### config.mk
export PLATFORM = sky130hd
export DESIGN_NAME = interval_pulse_timer
export DESIGN_NICKNAME = d
export VERILOG_FILES = /design/src/rtl/ipt_pkg.sv /design/src/rtl/ipt_ctrl.sv /design/src/rtl/ipt_datapath.sv /design/src/rtl/interval_pulse_timer.sv
export SDC_FILE = /design/constraint.sdc
export NUM_CORES = 1
export LEC_CHECK = 0
export BUFFER_PORTS_ARGS = -buffer_cell sky130_fd_sc_hd__buf_2
export CAP_MARGIN = 10
export CORE_AREA = 2 2 78 58
export DETAILED_ROUTE_END_ITERATION = 8
export DIE_AREA = 0 0 80 60
export PLACE_DENSITY = 0.71
export SLEW_MARGIN = 20
export SYNTH_ARGS = -nofsm -noshare
export SYNTH_HDL_FRONTEND = slang
export SYNTH_SLANG_ARGS = --single-unit
export TNS_END_PERCENT = 50
### constraint.sdc
create_clock -name clk -period 2.25 [get_ports clk]
set_input_delay 0.1125 -clock clk [delete_from_list [all_inputs] [get_ports clk]]
set_output_delay 0.1125 -clock clk [all_outputs]
set_load 0.05 [all_outputs]
### src/rtl/ipt_pkg.sv
package ipt_pkg;
  typedef enum logic [2:0] {
    PER_TENTH  = 3'b000,
    PER_ONE    = 3'b001,
    PER_TEN    = 3'b010,
    PER_THIRTY = 3'b011,
    PER_SIXTY  = 3'b100,
    PER_RSV5   = 3'b101,
    PER_RSV6   = 3'b110,
    PER_BUSY   = 3'b111
  } periodSel_e;

  typedef struct packed {
    logic tick;
    logic advance;
    logic restart;
    logic flagClr;
  } ctrlStrobes_t;

  localparam int BIT_HALT    = 0;
  localparam int BIT_RESTART = 1;
  localparam int BIT_MUTE    = 2;
  localparam int BIT_FLAGCLR = 3;
  localparam int BIT_ONESHOT = 3;
endpackage

### src/rtl/ipt_ctrl.sv
module ipt_ctrl
  import ipt_pkg::*;
(
  input  logic         clk,
  input  logic         rstN,
  input  logic         tickEn,
  input  logic         wrEn,
  input  logic         wrSel,
  input  logic [3:0]   wrData,
  output ctrlStrobes_t strb,
  output periodSel_e   periodSel,
  output logic         oneShot,
  output logic         muteOut
);
  logic haltReg;
  logic modeWr;
  logic cmdWr;

  assign modeWr = wrEn & ~wrSel;
  assign cmdWr  = wrEn & wrSel;

  always_ff @(posedge clk) begin
    if (!rstN) begin
      periodSel <= PER_TENTH;
      oneShot   <= 1'b0;
      haltReg   <= 1'b0;
      muteOut   <= 1'b0;
    end else begin
      if (modeWr) begin
        periodSel <= periodSel_e'(wrData[2:0]);
        oneShot   <= wrData[BIT_ONESHOT];
      end
      if (cmdWr) begin
        haltReg <= wrData[BIT_HALT];
        muteOut <= wrData[BIT_MUTE];
      end
    end
  end

  always_comb begin
    strb.tick    = tickEn;
    strb.advance = tickEn & ~haltReg;
    strb.restart = cmdWr & wrData[BIT_RESTART];
    strb.flagClr = cmdWr & wrData[BIT_FLAGCLR];
  end

  // a halt written on one edge blocks counting from the next edge
  p_halt_blocks_r7: assert property (@(posedge clk) disable iff (!rstN)
    (cmdWr && wrData[BIT_HALT]) |=> !strb.advance);

  // mode settings hold between writes
  p_mode_hold_r12: assert property (@(posedge clk) disable iff (!rstN)
    !wrEn |=> ($stable(periodSel) && $stable(oneShot)));
endmodule

### src/rtl/ipt_datapath.sv
module ipt_datapath
  import ipt_pkg::*;
#(
  parameter int TICKS_PER_SEC = 32768
) (
  input  logic         clk,
  input  logic         rstN,
  input  ctrlStrobes_t strb,
  input  periodSel_e   periodSel,
  input  logic         oneShot,
  input  logic         muteOut,
  input  logic         busyIn,
  output logic         pulseN,
  output logic         intFlag
);
  localparam int HALF = TICKS_PER_SEC / 2;
  localparam int CW   = $clog2(HALF);
  localparam int FIFTHS = 4;

  logic [CW-1:0] halfCnt;
  logic [CW-1:0] halfNext;
  logic          halfIdx;
  logic [3:0]    secUnits;
  logic [2:0]    secTens;
  logic          oneShotDone;
  logic          pulseActive;

  logic          advanceEff;
  logic          halfWrap;
  logic          secDone;
  logic          tenDone;
  logic          thirtyDone;
  logic          minuteDone;
  logic          tenthDone;
  logic          periodHit;
  logic          intervalEv;
  logic [FIFTHS-1:0] markHit;

  assign advanceEff = strb.advance & ~oneShotDone & ~strb.restart;
  assign halfWrap   = (halfCnt == CW'(HALF - 1));
  assign halfNext   = halfWrap ? '0 : halfCnt + 1'b1;

  for (genvar k = 1; k <= FIFTHS; k++) begin : g_mark
    localparam int MARK = (k * HALF) / 5;
    assign markHit[k-1] = (halfNext == CW'(MARK));
  end

  assign tenthDone  = (|markHit) | halfWrap;
  assign secDone    = halfWrap & halfIdx;
  assign tenDone    = secDone & (secUnits == 4'd9);
  assign thirtyDone = tenDone & ((secTens == 3'd2) || (secTens == 3'd5));
  assign minuteDone = tenDone & (secTens == 3'd5);

  always_comb begin
    case (periodSel)
      PER_TENTH:  periodHit = tenthDone;
      PER_ONE:    periodHit = secDone;
      PER_TEN:    periodHit = tenDone;
      PER_THIRTY: periodHit = thirtyDone;
      PER_SIXTY:  periodHit = minuteDone;
      default:    periodHit = 1'b0;
    endcase
  end

  assign intervalEv = advanceEff & periodHit;

  always_ff @(posedge clk) begin
    if (!rstN) begin
      halfCnt     <= '0;
      halfIdx     <= 1'b0;
      secUnits    <= '0;
      secTens     <= '0;
      oneShotDone <= 1'b0;
      pulseActive <= 1'b0;
      intFlag     <= 1'b0;
    end else begin
      if (strb.restart) begin
        halfCnt     <= '0;
        halfIdx     <= 1'b0;
        secUnits    <= '0;
        secTens     <= '0;
        oneShotDone <= 1'b0;
        pulseActive <= 1'b0;
      end else begin
        if (advanceEff) begin
          halfCnt <= halfNext;
          if (halfWrap) halfIdx <= ~halfIdx;
          if (secDone) begin
            secUnits <= (secUnits == 4'd9) ? 4'd0 : secUnits + 4'd1;
            if (secUnits == 4'd9)
              secTens <= (secTens == 3'd5) ? 3'd0 : secTens + 3'd1;
          end
          if (intervalEv && oneShot) oneShotDone <= 1'b1;
        end
        if (strb.tick) pulseActive <= intervalEv;
      end
      if (intervalEv) intFlag <= 1'b1;
      else if (strb.flagClr) intFlag <= 1'b0;
    end
  end

  always_comb begin
    if (muteOut) pulseN = 1'b1;
    else if (periodSel == PER_BUSY) pulseN = ~busyIn;
    else pulseN = ~pulseActive;
  end

  // seconds digits stay in decimal range
  p_sec_range_r2: assert property (@(posedge clk) disable iff (!rstN)
    (secUnits <= 4'd9) && (secTens <= 3'd5));

  // a pulse starts only on a tick edge and lasts until the next tick
  p_pulse_start_r4: assert property (@(posedge clk) disable iff (!rstN)
    $rose(pulseActive) |-> $past(strb.tick));
  p_pulse_hold_r4: assert property (@(posedge clk) disable iff (!rstN)
    (pulseActive && !strb.tick && !strb.restart) |=> pulseActive);

  // no new pulse while a one-shot hold is in force
  p_oneshot_hold_r6: assert property (@(posedge clk) disable iff (!rstN)
    (oneShotDone && !strb.restart) |=> !$rose(pulseActive));

  // the count is frozen when the control withholds advance
  p_halt_freeze_r7: assert property (@(posedge clk) disable iff (!rstN)
    (!strb.advance && !strb.restart) |=>
      ($stable(halfCnt) && $stable(halfIdx) && $stable(secUnits) && $stable(secTens)));

  // the flag only drops on a clear request
  p_flag_hold_r10: assert property (@(posedge clk) disable iff (!rstN)
    (intFlag && !strb.flagClr) |=> intFlag);

  // busy selection never raises the flag
  p_busy_no_flag_r11: assert property (@(posedge clk) disable iff (!rstN)
    ((periodSel == PER_BUSY) && !intFlag) |=> !intFlag);
endmodule

### src/rtl/interval_pulse_timer.sv
module interval_pulse_timer
  import ipt_pkg::*;
#(
  parameter int TICKS_PER_SEC = 32768
) (
  input  logic       clk,
  input  logic       rstN,
  input  logic       tickEn,
  input  logic       wrEn,
  input  logic       wrSel,
  input  logic [3:0] wrData,
  input  logic       busyIn,
  output logic       pulseN,
  output logic       intFlag
);
  ctrlStrobes_t strb;
  periodSel_e   periodSel;
  logic         oneShot;
  logic         muteOut;

  ipt_ctrl ctrl_i (
    .clk       (clk),
    .rstN      (rstN),
    .tickEn    (tickEn),
    .wrEn      (wrEn),
    .wrSel     (wrSel),
    .wrData    (wrData),
    .strb      (strb),
    .periodSel (periodSel),
    .oneShot   (oneShot),
    .muteOut   (muteOut)
  );

  ipt_datapath #(.TICKS_PER_SEC(TICKS_PER_SEC)) dp_i (
    .clk       (clk),
    .rstN      (rstN),
    .strb      (strb),
    .periodSel (periodSel),
    .oneShot   (oneShot),
    .muteOut   (muteOut),
    .busyIn    (busyIn),
    .pulseN    (pulseN),
    .intFlag   (intFlag)
  );
endmodule

# Yosys cells after proc, flatten, opt, wreduce, memory -nomap -nowiden
# Index checks and enable logic that the tools add are counted.
op_classes:
  n_addsub: 3
  eq_ne: 13
  muxes: 8
  bitwise_logic: 21
  n_reduce_logical: 10
ops:
  columns: ["op", "n"]
  rows:
  - ["$eq 14x14->1 const B", 3]
  - ["$add 14x1->14 const B", 1]
  - ["$eq 14x12->1 const B", 1]
  - ["$eq 14x13->1 const B", 1]
  - ["$mux 14", 1]
  - ["$and 1x1->1", 12]
  - ["$eq 3x2->1 const B", 3]
  - ["$eq 3x3->1 const B", 3]
  - ["$not 1->1", 8]
  - ["$reduce_and 2->1", 3]
  - ["$pmux 1 s5", 1]
  - ["$add 4x1->4 const B", 1]
  - ["$eq 4x4->1 const B", 1]
  - ["$mux 1", 4]
  - ["$mux 4", 1]
  - ["$reduce_or 4->1", 1]
  - ["$add 3x1->3 const B", 1]
  - ["$eq 3x1->1 const B", 1]
  - ["$logic_not 3->1", 1]
  - ["$mux 3", 1]
  - ["$reduce_and 3->1", 1]
  - ["$reduce_bool 2->1", 1]
  - ["$reduce_or 2->1", 1]
  - ["$logic_and 1x1->1", 1]
  - ["other kinds (2)", 2]
word_totals:
  regBits: 31
  input_bits: 10
  output_inout_bits: 2
  word_cells: 66

# Logic depth before layout (Yosys ltp)
depth:
  ltp_word: 9
  depth_mapped: 9
  mapped_depth_nobuf: 8

# Cells and area by module
# From an unflattened synthesis, not the netlist that was laid out.
hier_totals:
  cells_unflattened: 248
  hier_area_um2: 1921.8
by_module_without_submodules:
  columns: ["mod", "n_inst", "cells_each", "area_per_inst_um2", "seq_area_each_um2"]
  rows:
  - ["ipt_datapath", 1, 218, 1649.1, 500.5]
  - ["ipt_ctrl", 1, 30, 272.8, 120.1]

# Worst setup path before layout
# No wires, ideal clock.
synth_timing:
  path_type: "reg-to-reg"
  startpoint: "register dp_i.halfCnt[0]"
  endpoint: "register dp_i.oneShotDone"
  setup_time_ns: 0.067
  t_arrival_ns: 2.324
  t_required_ns: 2.183
  path_slack_ns: -0.141
  stages_incl_launch_ff: 10
  n_path_buf: 1
  period_less_slack_ns: 2.391
  cell_sequence: "dfxtp_1 > ha_1 > buf_6 > nand3_2 > or4_4 > a221oi_1 > and4_1 > o21ai_2 > o31a_1 > o21ai_2"
synth_via:
  elab_chain_cells: 9
  word_cells_on_any_way: 17
  cone_classes: "add/sub (1); eq/ne (5); mux (2); bitwise (6); reduce/logical (3)"
synth_lines:
  columns: ["element", "line_no", "source"]
  rows:
  - ["start, declared", "ipt_datapath.sv:20", "logic [CW-1:0] halfCnt;"]
  - ["start signal, assigned", "ipt_datapath.sv:86", "halfCnt <= halfNext;"]
  - ["$add 14x1->14 / $eq 14x14->1 (equally long branches)", "ipt_datapath.sv:41, ipt_datapath.sv:40", null]
  - ["$mux 14", "ipt_datapath.sv:41", "assign halfNext = halfWrap ? '0 : halfCnt + 1'b1;"]
  - ["$eq 14x12->1, or another cell as far along", "ipt_datapath.sv:45", "assign markHit[k-1] = (halfNext == CW'(MARK));"]
  - ["$reduce_or 4->1", "ipt_datapath.sv:48", "assign tenthDone = (|markHit) | halfWrap;"]
  - ["$or 1x1->1", "ipt_datapath.sv:48", null]
  - ["$pmux 1 s5 (*)", "ipt_datapath.sv:55", "case (periodSel)"]
  - ["$and 1x1->1 (*)", "ipt_datapath.sv:65", "assign intervalEv = advanceEff & periodHit;"]
  - ["$logic_and 1x1->1 (*)", "ipt_datapath.sv:93", "if (intervalEv && oneShot) oneShotDone <= 1'b1;"]
  - ["$reduce_and 2->1 (no line) (*)", null, null]
  - ["end signal, assigned", "ipt_datapath.sv:73", "oneShotDone <= 1'b0;"]
  - ["end signal, assigned", "ipt_datapath.sv:82", "oneShotDone <= 1'b0;"]
  - ["end signal, assigned", "ipt_datapath.sv:93", null]
  - ["end, declared", "ipt_datapath.sv:25", "logic oneShotDone;"]
# Every way passes the cells marked *; elsewhere a longest branch is shown, timed or not.
# A chain may end at the register's enable or synchronous reset.

# Worst setup path in the final report
layout_timing:
  startpoint: "register dp_i.halfCnt[1]"
  endpoint: "register dp_i.intFlag"
layout_via:
  elab_chain_cells: 8
  word_cells_on_any_way: 17
  cone_classes: "add/sub (1); eq/ne (5); mux (3); bitwise (6); reduce/logical (2)"
layout_lines:
  columns: ["element", "line_no", "source"]
  rows:
  - ["$add 14x1->14 / $eq 14x14->1 (equally long branches)", "ipt_datapath.sv:41, ipt_datapath.sv:40", null]
  - ["$mux 14", "ipt_datapath.sv:41", null]
  - ["$eq 14x12->1, or another cell as far along", "ipt_datapath.sv:45", null]
  - ["$reduce_or 4->1", "ipt_datapath.sv:48", null]
  - ["$or 1x1->1", "ipt_datapath.sv:48", null]
  - ["$pmux 1 s5 (*)", "ipt_datapath.sv:55", null]
  - ["$and 1x1->1 (*)", "ipt_datapath.sv:65", null]
  - ["$mux 1 / $reduce_bool 2->1 (equally long branches)", null, null]
  - ["end signal, assigned", "ipt_datapath.sv:75", "intFlag <= 1'b0;"]
  - ["end signal, assigned", "ipt_datapath.sv:97", "if (intervalEv) intFlag <= 1'b1;"]
  - ["end signal, assigned", "ipt_datapath.sv:98", "else if (strb.flagClr) intFlag <= 1'b0;"]
  - ["end, declared", "ipt_datapath.sv:14", "output logic intFlag"]
# Marks and branches as above.

==> key figures <==
Outcome
  – Outcome: completed

Worst setup path
  – RR Startpoint: dp_i.halfCnt[1]
  – Critical R2R Capture: dp_i.intFlag
  – CP max stage delay: 0.49 ns
  – Required time of the worst setup path: 2.46 ns
  – CP Cell Sequence: and4_4 -> nand3_4 -> mux2_4 -> or4_1 -> o22ai_2 -> a21oi_2 -> a311oi_2
  – Worst Path Max Fanout: 6
  – Critical path's slowest cell: or4_1
  – R2R setup slack: 0.06 ns
  – Startpoint Class: register
  – Crit Path Category: reg2reg
  – Critical path arrival: 2.40 ns
  – Worst setup EP type: register
  – Worst reg2reg path depth: 7

STA
  – Fmax: 456 MHz
  – Hold slack: 0.0800 ns
  – Max-slew violation count: 0
  – Slew HR: 0.481
  – Setup slack after layout: 0.0585 ns
  – Crit share post-route: 0.974
  – Final setup TNS: 0 ns
  – Finish-stage setup viols: 0
  – Least-Margin Pin Slew: 0.777 ns
  – Setup Skew: 0.00511 ns
  – Min Tclk post-route: 2.19 ns
  – Hold Vio Cnt, Final: 0

Drt
  – DR pass1 iterations: 5
  – DRC viols: 0
  – Vias: 2,006
  – Post-route ant nets: 0
  – Vias/cell: 5.92
  – Routed WL: 5470 um
  – WL/cell: 16.1 um
  – Initial DRC count: 201

Final layout
  – Fillers: 356
  – Layout Nets: 298
  – Finished Layout Cells: 339
  – Layout Area Growth over Synthesis: 20.4%
  – Core Util, Final: 0.624
  – Share of layout cells above drive strength 1: 0.335
  – Antenna Cells: 0
  – Fin area: 2560 um2

Synthesis
  – Synth area leaders: dfxtp_1 29%, a21oi_1 4.2%, buf_6 4.2%
  – Ys flop type: dfxtp_1
  – Post-synth top cells: 31 x dfxtp_1, 22 x nor2_1, 20 x nand2_1
  – Syn Std Cell Area: 2130 um2
  – Cell with the most instances after synthesis: dfxtp_1
  – Mapped Avg Cell Area: 8.65 um2
  – Syn. warnings: 0
  – Sequential element share of the synthesized area: 0.292
  – Synth cell types: 67
  – Synth area leader: dfxtp_1
  – EDFF count, synth: 0
  – Post-synth top area share: 0.292
  – Syn Inst Count: 246
  – Asr flop ratio synth: 0
  – Yosys reg bits: 31
  – Syn Nets: 260

Global route
  – Global-route wire length before repair: 8340 um
  – GR Overflow Total: 0
  – GRT Resource Usage Total: 0.227
  – Vias in the first global route: 1,679
  – Initial antenna violation count: 0
  – Largest net degree at the start of global routing: 21

Flow run
  – Max-Cap Viols: 0

Worst hold path
  – HP Class: in2reg
  – Hold Startpoint: wrData[0]
  – Hold Path Cell Cnt: 3
  – Hold Crit Endpoint: ctrl_i.periodSel[0]

Power
  – Peak supply drop: 402 uV
  – PD cells: 524 nW/um2
  – Design Power: 1.34 mW
  – LEAKAGE: 0.952 nW

Clock network
  – Max Buffers Root-to-Sink: 2
  – Clock Latency Late Sink: 0.29 ns
  – CTS Root Cell: clkbuf_8
  – Clock transition at path regs: 0.07 ns
  – Clock sinks: 31
  – CTS tree: built
  – Total CTS buffers: 5
  – # H-tree levels: 2

Place
  – Dpl hpwl: 3760 um
  – DP Area: 2330 um2
  – # port buffers: 11
  – Dpl ws: -0.00694 ns
  – Inst Count DP: 322
  – GP Congestion: 0.963

Floorplan
  – Core footprint: 4100 um2
  – Starting Density: 0.519
  – Die Wd: 80 um
  – Die Span Y: 60 um
  – DIE AREA: 4800 um2
  – Boundary Pins: 12
  – Cell row count: 20
-- how the worst max path moves through the flow --
stage / startpoint / end / cells after the start
finish: dp_i.halfCnt[1] / dp_i.intFlag / 7
global route: dp_i.halfCnt[1] / dp_i.intFlag / 9
CTS: dp_i.halfCnt[6] / dp_i.oneShotDone / 7
detailed placement: dp_i.halfCnt[1] / dp_i.oneShotDone / 9
global placement: dp_i.halfCnt[1] / dp_i.intFlag / 7
floorplan: dp_i.halfCnt[1] / dp_i.oneShotDone / 9
-- final cells by class --
cell class,count,area [um2],share of cell area
sequential,31,633,0.247
timing repair buffer,46,342,0.133
multi-input combinational,193,1410,0.548
clock buffer,6,82.6,0.0322
tap,55,68.8,0.0269
inverter,7,26.3,0.0103
clock inverter,1,5.00,0.00195
-- cell families (layout without fill, tap and decap cells) --
kind of cell	after synthesis	in the layout	synth area share
compound gates	63	63	0.206
xor+xnor	16	16	0.0658
flops	31	31	0.292
buf+inv	23	60	0.0741
simple gates	103	104	0.309
fa+ha+maj	4	4	0.0235
mux	6	6	0.0306
-- worst max-delay path, delay by kind of cell, from the launching register on --
family / cells / cell delay [ns]
multiplexers: 1 / 0.33
AO/OA/AOI/OAI: 3 / 0.46
flip-flops: 1 / 0.42
AND/OR/NAND/NOR: 3 / 0.89
-- state kept, by name, indices dropped and copies added, names as in the netlist, 3 cells and up --
name,flops
dp_i.secTens,3
dp_i.secUnits,4
ctrl_i.periodSel,3
dp_i.halfCnt,14
-- what timing repair did --
item	CTS	global route
gates cloned	0	1
setup buffers	0	9
endpoints found under the setup margin	2	4
gates resized for setup	2	14
hold buffers	0	0
pin swaps	0	9
-- power by group --
part / switching, mW / internal [mW]
logic: 0.151 / 0.127
registers: 0.0354 / 0.578
clock network: 0.212 / 0.240
total: 0.398 / 0.945
-- placed cells by master, fill, tap and decap left out, drive strengths merged, types with 3 or more instances in the layout --
cell | netlist | layout
nor2 | 22 | 22
nor3b | 4 | 4
and4 | 4 | 4
a31oi | 7 | 7
nor2b | 3 | 3
nor3 | 7 | 7
clkbuf | 6 | 6
xor2 | 7 | 7
o21ai | 14 | 14
a211oi | 4 | 4
buf | 10 | 46
mux2i | 5 | 5
xnor2 | 9 | 9
nand3 | 12 | 12
a311oi | 5 | 5
nand2b | 3 | 3
o22ai | 3 | 3
nand2 | 21 | 21
a21oi | 19 | 19
dfxtp | 31 | 31
or4 | 4 | 4
ha | 4 | 4
inv | 7 | 7
nand4 | 7 | 8
nor4 | 3 | 3
-- metal layers --
| metal | track usage | routed length, um |
|---|---|---|
| met1 | 0.354 | 2610 |
| met5 | 0 | 0 |
| met4 | 0.0654 | 71 |
| met2 | 0.310 | 2300 |
| met3 | 0.0453 | 493 |
No activity file was read; power rests on OpenSTA's default activity.
